--- src/rtl/bwait_pkg.sv ---
package bwait_pkg;
  typedef enum logic [1:0] {
    ST_IDLE  = 2'd0,
    ST_LAT   = 2'd1,
    ST_DATA  = 2'd2,
    ST_STALL = 2'd3
  } bst_e;
endpackage

--- src/rtl/bwait_cfg.sv ---
// Latency range check and the stall count applied at the first wordline crossing.
module bwait_cfg #(
  parameter int LAT_W   = 5,
  parameter int OFF_W   = 4,
  parameter int LAT_MIN = 3,
  parameter int LAT_MAX = 16
) (
  input  logic [LAT_W-1:0] lat_cnt,
  input  logic [OFF_W-1:0] start_off,
  output logic             lat_ok,
  output logic [LAT_W-1:0] stall_amt
);
  logic [LAT_W-1:0] limit;
  logic [LAT_W-1:0] off_x;

  always_comb begin
    lat_ok = (lat_cnt >= LAT_W'(LAT_MIN)) && (lat_cnt <= LAT_W'(LAT_MAX));
    limit  = lat_cnt - LAT_W'(2);
    off_x  = LAT_W'(start_off);
    stall_amt = (off_x < limit) ? off_x : limit;
  end
endmodule

--- src/rtl/bwait_addr.sv ---
// Next word address: linear, or wrapping inside an aligned group of 4/8/16.
module bwait_addr #(
  parameter int ADDR_W = 16,
  parameter int OFF_W  = 4
) (
  input  logic [ADDR_W-1:0] cur,
  input  logic              wrap_en,
  input  logic [1:0]        blen,
  output logic [ADDR_W-1:0] nxt,
  output logic              wrap_act
);
  logic [OFF_W-1:0]  grp_mask;
  logic [ADDR_W-1:0] ext_mask;
  logic [ADDR_W-1:0] inc;

  always_comb begin
    wrap_act = wrap_en && (blen != 2'd3);
    grp_mask = OFF_W'((4 << blen) - 1);
    ext_mask = {{(ADDR_W-OFF_W){1'b0}}, grp_mask};
    inc      = cur + ADDR_W'(1);
    nxt      = wrap_act ? ((cur & ~ext_mask) | (inc & ext_mask)) : inc;
  end
endmodule

--- src/rtl/bwait_fsm.sv ---
// Burst sequencer: latency, data, wordline stall; produces the raw WAIT need.
module bwait_fsm
  import bwait_pkg::*;
#(
  parameter int ADDR_W = 16,
  parameter int LAT_W  = 5,
  parameter int OFF_W  = 4
) (
  input  logic              clk,
  input  logic              rst_n,
  input  logic              ce_n,
  input  logic              sync_en,
  input  logic              start_i,
  input  logic [ADDR_W-1:0] start_addr,
  input  logic              lat_ok,
  input  logic [LAT_W-1:0]  lat_cnt,
  input  logic [LAT_W-1:0]  stall_amt,
  input  logic [ADDR_W-1:0] nxt_addr,
  input  logic              wrap_act,
  input  logic              wait_early,
  output bst_e              st,
  output logic [ADDR_W-1:0] addr,
  output logic              wait_need
);
  logic [LAT_W-1:0] cnt;
  logic [LAT_W-1:0] stall_q;
  logic             crossed;
  logic             at_end;

  assign at_end = (st == ST_DATA) && !wrap_act && !crossed &&
                  (addr[OFF_W-1:0] == {OFF_W{1'b1}});

  always_ff @(posedge clk or negedge rst_n) begin
    if (!rst_n) begin
      st      <= ST_IDLE;
      cnt     <= '0;
      addr    <= '0;
      stall_q <= '0;
      crossed <= 1'b0;
    end else if (ce_n) begin
      st <= ST_IDLE;
    end else if (start_i && sync_en && lat_ok) begin
      st      <= ST_LAT;
      cnt     <= lat_cnt - LAT_W'(1);
      addr    <= start_addr;
      stall_q <= stall_amt;
      crossed <= 1'b0;
    end else begin
      unique case (st)
        ST_LAT: begin
          if (cnt == '0) st <= ST_DATA;
          else           cnt <= cnt - LAT_W'(1);
        end
        ST_DATA: begin
          addr <= nxt_addr;
          if (at_end) begin
            crossed <= 1'b1;
            if (stall_q != '0) begin
              st  <= ST_STALL;
              cnt <= stall_q - LAT_W'(1);
            end
          end
        end
        ST_STALL: begin
          if (cnt == '0) st <= ST_DATA;
          else           cnt <= cnt - LAT_W'(1);
        end
        default: st <= ST_IDLE;
      endcase
    end
  end

  always_comb begin
    if (wait_early) begin
      wait_need = ((st == ST_LAT || st == ST_STALL) && cnt != '0) ||
                  (at_end && stall_q != '0);
    end else begin
      wait_need = (st == ST_LAT) || (st == ST_STALL);
    end
  end
endmodule

--- src/rtl/bwait_pin.sv ---
// WAIT pad drive: enable by bus cycle type, level by polarity.
module bwait_pin (
  input  logic rst_n,
  input  logic ce_n,
  input  logic oe_n,
  input  logic we_n,
  input  logic sync_en,
  input  logic wait_need,
  input  logic wait_pol,
  output logic wait_o,
  output logic wait_oe
);
  logic act;
  always_comb begin
    wait_oe = rst_n && !ce_n && !oe_n && we_n;
    act     = sync_en && wait_need;
    wait_o  = wait_pol ? act : !act;
  end
endmodule

--- src/rtl/burst_wait_gen.sv ---
module burst_wait_gen
  import bwait_pkg::*;
#(
  parameter int ADDR_W   = 16,
  parameter int LAT_W    = 5,
  parameter int WL_WORDS = 16,
  parameter int LAT_MIN  = 3,
  parameter int LAT_MAX  = 16
) (
  input  logic              clk,
  input  logic              rst_n,
  input  logic              ce_n,
  input  logic              oe_n,
  input  logic              we_n,
  input  logic              start_i,
  input  logic [ADDR_W-1:0] start_addr,
  input  logic              sync_en,
  input  logic [LAT_W-1:0]  lat_cnt,
  input  logic              wait_pol,
  input  logic              wait_early,
  input  logic              wrap_en,
  input  logic [1:0]        burst_len,
  output logic              wait_o,
  output logic              wait_oe,
  output logic              dvalid,
  output logic [ADDR_W-1:0] data_addr,
  output logic              cfg_bad
);
  localparam int OFF_W = $clog2(WL_WORDS);

  logic              lat_ok;
  logic [LAT_W-1:0]  stall_amt;
  logic [ADDR_W-1:0] addr;
  logic [ADDR_W-1:0] nxt_addr;
  logic              wrap_act;
  logic              wait_need;
  bst_e              st;

  bwait_cfg #(.LAT_W(LAT_W), .OFF_W(OFF_W), .LAT_MIN(LAT_MIN), .LAT_MAX(LAT_MAX)) u_cfg (
    .lat_cnt(lat_cnt), .start_off(start_addr[OFF_W-1:0]),
    .lat_ok(lat_ok), .stall_amt(stall_amt)
  );

  bwait_addr #(.ADDR_W(ADDR_W), .OFF_W(OFF_W)) u_addr (
    .cur(addr), .wrap_en(wrap_en), .blen(burst_len),
    .nxt(nxt_addr), .wrap_act(wrap_act)
  );

  bwait_fsm #(.ADDR_W(ADDR_W), .LAT_W(LAT_W), .OFF_W(OFF_W)) u_fsm (
    .clk(clk), .rst_n(rst_n), .ce_n(ce_n), .sync_en(sync_en),
    .start_i(start_i), .start_addr(start_addr), .lat_ok(lat_ok),
    .lat_cnt(lat_cnt), .stall_amt(stall_amt), .nxt_addr(nxt_addr),
    .wrap_act(wrap_act), .wait_early(wait_early),
    .st(st), .addr(addr), .wait_need(wait_need)
  );

  bwait_pin u_pin (
    .rst_n(rst_n), .ce_n(ce_n), .oe_n(oe_n), .we_n(we_n),
    .sync_en(sync_en), .wait_need(wait_need), .wait_pol(wait_pol),
    .wait_o(wait_o), .wait_oe(wait_oe)
  );

  assign dvalid    = (st == ST_DATA) && !ce_n && !oe_n;
  assign data_addr = addr;
  assign cfg_bad   = !lat_ok;
endmodule

--- config.mk ---
export PLATFORM = sky130hd
export DESIGN_NAME = burst_wait_gen
export DESIGN_NICKNAME = d
export VERILOG_FILES = /design/src/rtl/bwait_pkg.sv /design/src/rtl/bwait_cfg.sv /design/src/rtl/bwait_addr.sv /design/src/rtl/bwait_fsm.sv /design/src/rtl/bwait_pin.sv /design/src/rtl/burst_wait_gen.sv
export SDC_FILE = /design/constraint.sdc
export NUM_CORES = 1
export LEC_CHECK = 0
export BUFFER_PORTS_ARGS = -buffer_cell sky130_fd_sc_hd__buf_2
export CORE_MARGIN = 2
export CORE_UTILIZATION = 57
export CTS_CLUSTER_DIAMETER = 200
export DETAILED_ROUTE_END_ITERATION = 12
export PLACE_DENSITY = 0.85
export SETUP_SLACK_MARGIN = 0.3
export SYNTH_ARGS = -nofsm -noshare
export SYNTH_HDL_FRONTEND = slang
export SYNTH_SLANG_ARGS = --single-unit
--- constraint.sdc ---
create_clock -name clk -period 4.78 [get_ports clk]
set_input_delay 0.956 -clock clk [delete_from_list [all_inputs] [get_ports clk]]
set_output_delay 0.956 -clock clk [all_outputs]
set_load 0.05 [all_outputs]
# Word-level counts from Yosys, hierarchy flattened
# Index checks and enable logic that the tools add are counted.
[totals] reg_bits=29 latch_bits=0 ram_bits=0 mem_bits_ro=0 inputBits=33 elab_cells=86 mem_count=0
[classes] addsub=6 n_mul=0 n_div=0 order_cmp=3 n_eq_ne=11 n_shift=1 n_mux=20 bitwise=5 reduce_logical=35
[ops] cell="$mux W16" n=3
[ops] cell="$mux W5" n=5
[ops] cell="$add A16 B1 Y16 const B" n=1
[ops] cell="$and A16 B16 Y16" n=1
[ops] cell="$and A16 B4 Y16" n=1
[ops] cell="$not A4 Y16" n=1
[ops] cell="$or A16 B16 Y16" n=1
[ops] cell="$logic_and A1 B1 Y1" n=15
[ops] cell="$sub A5 B1 Y5 const B" n=3
[ops] cell="$mux W2" n=5
[ops] cell="$pmux W5 S2" n=1
[ops] cell="$reduce_bool A5 Y1" n=2
[ops] cell="$ne A4 B2 Y1 const B" n=2
[ops] cell="$logic_not A1 Y1" n=6
[ops] cell="$ne A3 B1 Y1 const B" n=2
[ops] cell="$reduce_and A3 Y1" n=2
[ops] cell="$ge A5 B2 Y1 const B" n=1
[ops] cell="$le A5 B5 Y1 const B" n=1
[ops] cell="$logic_not A5 Y1" n=1
[ops] cell="$lt A4 B5 Y1" n=1
[ops] cell="$mux W1" n=5
[ops] cell="$reduce_and A5 Y1" n=1
[ops] cell="$sub A5 B2 Y5 const B" n=1
[ops] cell="$eq A2 B2 Y1 const B" n=2
[ops] cell="other kinds (14)" n=17

# Depth between registers and ports, before layout
[logic_depth] ltp_word=12 depth_mapped=8 mapped_depth_nobuf=8

# Hierarchy
# From an unflattened synthesis, not the netlist that was laid out.
[unflattened] cells_unflattened=230 area_unflattened_um2=2105.8
[by_module_without_submodules] module="bwait_fsm" instances=1 cells_per_inst=148 area_each_um2=1505.2 seq_area_each_um2=725.7
[by_module_without_submodules] module="bwait_addr" instances=1 cells_per_inst=49 area_each_um2=334.1 seq_area_each_um2=0.0
[by_module_without_submodules] module="bwait_cfg" instances=1 cells_per_inst=28 area_each_um2=222.7 seq_area_each_um2=0.0
[by_module_without_submodules] module="bwait_pin" instances=1 cells_per_inst=3 area_each_um2=25.0 seq_area_each_um2=0.0
[by_module_without_submodules] module="burst_wait_gen" instances=1 cells_per_inst=2 area_each_um2=18.8 seq_area_each_um2=0.0

# Worst setup path before layout
# OpenSTA, ideal clock, no wires.
[synth_path] path_kind="input -> output" startpoint="input ce_n" endpoint="output dvalid" arrival_ns=2.416 required_ns=3.824 slack_ns=1.408 path_stages=3 n_path_buf=2 cell_sequence="clkbuf_1 clkbuf_1 nor3_1"
[synth_between] elab_chain_len=3
[synth_lines] item="start: declaration" line_no="burst_wait_gen.sv:12" text="input logic ce_n,"
[synth_lines] item="$logic_not A1 Y1" line_no="burst_wait_gen.sv:63" text="assign dvalid = (st == ST_DATA) && !ce_n && !oe_n;"
[synth_lines] item="$logic_and A1 B1 Y1 (2 in a row)" line_no="burst_wait_gen.sv:63"
[synth_lines] item="end: declaration" line_no="burst_wait_gen.sv:25" text="output logic dvalid,"
# Every way passes these cells.

# Final worst setup path
[layout_path] startpoint="register u_fsm.stall_q[0]" endpoint="output wait_o"
[layout_between] elab_chain_len=7
[layout_lines] item="start: declaration" line_no="bwait_fsm.sv:26" text="logic [LAT_W-1:0] stall_q;"
[layout_lines] item="start signal: assignment" line_no="bwait_fsm.sv:46" text="stall_q <= stall_amt;"
[layout_lines] item="$reduce_bool A5 Y1 *" line_no="bwait_fsm.sv:76" text="(at_end && stall_q != '0);"
[layout_lines] item="$logic_and A1 B1 Y1 *" line_no="bwait_fsm.sv:76"
[layout_lines] item="$logic_or A1 B1 Y1 *" line_no="bwait_fsm.sv:75" text="wait_need = ((st == ST_LAT || st == ST_STALL) && cnt != '0) ||"
[layout_lines] item="$mux W1 *" line_no="bwait_fsm.sv:74" text="if (wait_early) begin"
[layout_lines] item="$logic_and A1 B1 Y1 *" line_no="bwait_pin.sv:16" text="act = sync_en && wait_need;"
[layout_lines] item="$logic_not A1 Y1" line_no="bwait_pin.sv:17" text="wait_o = wait_pol ? act : !act;"
[layout_lines] item="$mux W1 *" line_no="bwait_pin.sv:17"
[layout_lines] item="end: declaration" line_no="burst_wait_gen.sv:23" text="output logic wait_o,"
# Every way passes the cells marked *; elsewhere a longest branch is shown, timed or not.

==> metrics.md <==
| Metric | Value |
|---|---|
| Gate Count Post-Synth | 240 |
| Die area | 0.00409 sq mm |
| Hold depth | 2 |
| Vias per cell | 6.31 |
| Total GRT Usage | 27.7% |
| Routed Antenna Nets | 0 |
| Leakage | 1.08 nW |
| Layout cells sized above 1 | 22.9% |
| Overall Power | 873 uW |
| Bufs on Longest Clock Path | 2 |
| Initial core utilization | about three fifths |
| Fmax | slightly below 300 MHz |
| Syn_area_per_cell | 8.54 sq um |
| Critical R2R Launch | u_fsm.st[0] |
| Yosys warns | 0 |
| Wirelength per Cell | ~15 um |
| R2R cell count | 5 |
| Post-Route WL | 5230 um |
| Buffer count from post-CTS setup fixing | 0 |
| Detailed-route via count | 2133 |
| Peak supply drop | 0.243 mV |
| Ys flop type | dfrtp_1 |
| Share of flip-flops with an asynchronous set or reset | 100% |
| DRC viols | 0 |
| Nets | 330 |
| Total CTS buffers | 5 |
| Count of state elements after synthesis | 29 |
| Synthesized area | roughly 0.0020 sq mm |
| Status | finished clean |
| Fin crit share | just over 70% |
| Register-to-register setup slack | 2.26 ns |
| Worst-path fanout max | 6 |
| Slew Viols, Final | 0 |
| Post-synthesis mux area share | under 10% |
| Overall die height | about 64 um |
| CTS tree | done |
| Core area | 0.00339 sq mm |
| # port buffers | 52 |
| DP Wirelength | 3830 um |
| RSZ-0062 raised after global routing | false |
| Final Hold Fails | 0 |
| Hold path start | u_fsm.addr[15] |
| Placed Cells | 330 |
| GPL Wtd Cong | 0.931 |
| Worst Hold End | u_fsm.addr[15] |
| I/O Pins | 53 |
| Net Count, Synth | 279 |
| Cell variety after synth | 52 |
| Area Overhead vs Synth | 17.8% |
| Pwr/cell area | 362 mW/mm^2 |
| Post_cts resized | 0 |
| Setup TNS | 0 ns |
| WP data arrival | 2.41 ns |
| CTS clock-pin slew for the worst setup and hold paths | around 0.1 ns |
| Final setup violation count | 0 |
| Die Wd | 64.0 um |
| Initial antenna violation count | 0 |
| Proportion of synthesized chip area in sequential cells | about 35% |
| Std cell rows | 21 |
| Vias in the first global route | 1917 |
| CTS root buf | clkbuf_4 |
| Htree depth | 2 |
| CTS Sinks | 29 |
| Tmin final | roughly 3.4 ns |
| Inserted Diodes | 0 |
| Synth Area in Compound Gates | 30.8% |
| Largest net degree at the start of global routing | 31 |
| Slew HR | 35.3% |
| Post-synth EDFFs | 0 |
| Layout Cells excl Fill | 338 |
| Maxcap violations | 0 |
| Hold WC Path Type | register to register |
| CP required | 3.82 ns |
| Hold-fix buffers, CTS | 0 |
| Worst r2r dst | u_fsm.addr[10] |
| Post-synthesis adder-cell area fraction | between 3 and 4% |
| Setup crit end kind | output port |
| Clk_skew | 0.0123 ns |
| Critical path type | register to output port |
| First-pass GRT wire length | 8850 um |
| Largest family of logic cells by synthesized area | compound AO/OA/AOI/OAI gates |
| Simple-Gate Fraction of Synth Area | 18.6% |
| XOR/XNOR share of the synthesized area | 3.85% |
| Grt ovf | 0 |
| Initial DRC count | 178 |
| Later-pin clock latency in the skew report | 0.34 ns |
| Worst-Margin Slew | 0.971 ns |
| Initial DRT Pass Iterations | 5 |
| CP startpoint kind | register |
## layout by cell type, fill, tap and decap left out, types with 2 or more instances in the layout
cell type and count:
a2111o_1 2, a21o_1 5, a21oi_1 10, a221o_1 2, a22o_1 8, a31oi_1 3, a32oi_1 2, and2_1 4
and3_1 2, buf_2 52, buf_4 2, clkbuf_4 5, dfrtp_1 29, ha_1 6, inv_1 13, mux2_2 2
mux2i_1 3, nand2_1 22, nand2b_1 3, nand3_1 8, nand4_1 2, nor2_1 18, nor3_1 13, nor4_1 3
o21a_1 3, o21ai_0 22, o22a_1 4, o22ai_1 2, o2bb2ai_1 3, o31a_1 2, o31ai_1 5, o41ai_1 2
or4_1 2, xnor2_1 4, xor2_1 5
## how the worst max path moves through the flow
stage	startpoint	endpoint	slack, ns	cells past startpoint
5_1_grt	u_fsm.stall_q[0]	wait_o	1.30	6
3_5_place_dp	lat_cnt[3]	u_fsm.addr[10]	1.28	6
2_1_floorplan	ce_n	dvalid	1.41	3
4_1_cts	u_fsm.stall_q[0]	wait_o	1.42	6
6_report	u_fsm.stall_q[0]	wait_o	1.41	6
3_3_place_gp	lat_cnt[3]	u_fsm.addr[10]	1.44	6
## per-layer routing
layer | vias to the layer above | wire [um] | track usage (%)
met2 | 98 | 2340 | 41.3
met5 | - | 0 | 0
li1 | 1014 | - | -
met1 | 1008 | 2410 | 38.2
met4 | 0 | 99 | 13.0
met3 | 13 | 380 | 6.16
## final cells by class
| cell class | instances | area [sq um] |
|---|---|---|
| Fill cell | 282 | 976 |
| Tap cell | 46 | 57.6 |
| Multi-Input combinational cell | 187 | 1220 |
| Timing Repair Buffer | 54 | 275 |
| Clock inverter | 1 | 30.0 |
| Clock buffer | 7 | 55.1 |
| Sequential cell | 29 | 726 |
| Inverter | 14 | 52.6 |
## flip-flops by register name, summed over array words and instances, names as in the netlist, named ones only
| name | flops |
|---|---|
| u_fsm.stall_q | 5 |
| u_fsm.crossed | 1 |
| u_fsm.st | 2 |
| u_fsm.addr | 14 |
| u_fsm.cnt | 5 |
## report_power, final
group	internal, mW	switching (mW)	total, mW
registers	0.292	0.0600	0.352
logic	0.106	0.200	0.306
clock network	0.125	0.0907	0.215
total	0.523	0.350	0.873
## logic make-up (layout without fill, tap and decap cells)
group                    count (synthesis)  after routing
flip-flops                              29             29
AO/OA/AOI/OAI                           87             87
multiplexers                             5              5
adder cells (fa/ha/maj)                  6              6
buffers and inverters                   24             76
AND/OR/NAND/NOR                         80             80
XOR/XNOR                                 9              9
## Yosys cell counts (all sizes together) (5+ instances only)
library cell / n / area (sq um)
inv: 14 / 52.6
a22o: 8 / 70.1
nand2: 22 / 82.6
o21ai: 22 / 110
a21o: 5 / 37.5
ha: 6 / 75.1
o31ai: 5 / 37.5
buf: 6 / 38.8
nor2: 18 / 67.6
nand3: 8 / 40.0
nor3: 13 / 65.1
dfrtp: 29 / 726
a21oi: 10 / 50.1
xor2: 5 / 43.8
## per-stage QoR
step | setup WS, ns | utilization (%) | area (sq um) | hold WS, ns
2_1_floorplan | 1.41 | - | 2050 | 0.487
5_1_grt | 1.30 | 71.2 | 2410 | 0.566
6_report | 1.41 | 71.2 | 2410 | 0.545
3_3_place_gp | 1.44 | 68.7 | 2330 | 0.514
3_5_place_dp | 1.28 | 68.7 | 2330 | 0.526
4_1_cts | 1.42 | 71.2 | 2410 | 0.548
## worst max-delay path, cell delays in order, from the launching register on
cell,delay [ns]
dfrtp_1,0.45
or4_1,0.60
o2111ai_1,0.33
nor3_1,0.09
a31oi_1,0.18
xor2_1,0.15
buf_2,0.27
No activity file was read; power rests on OpenSTA's default activity.
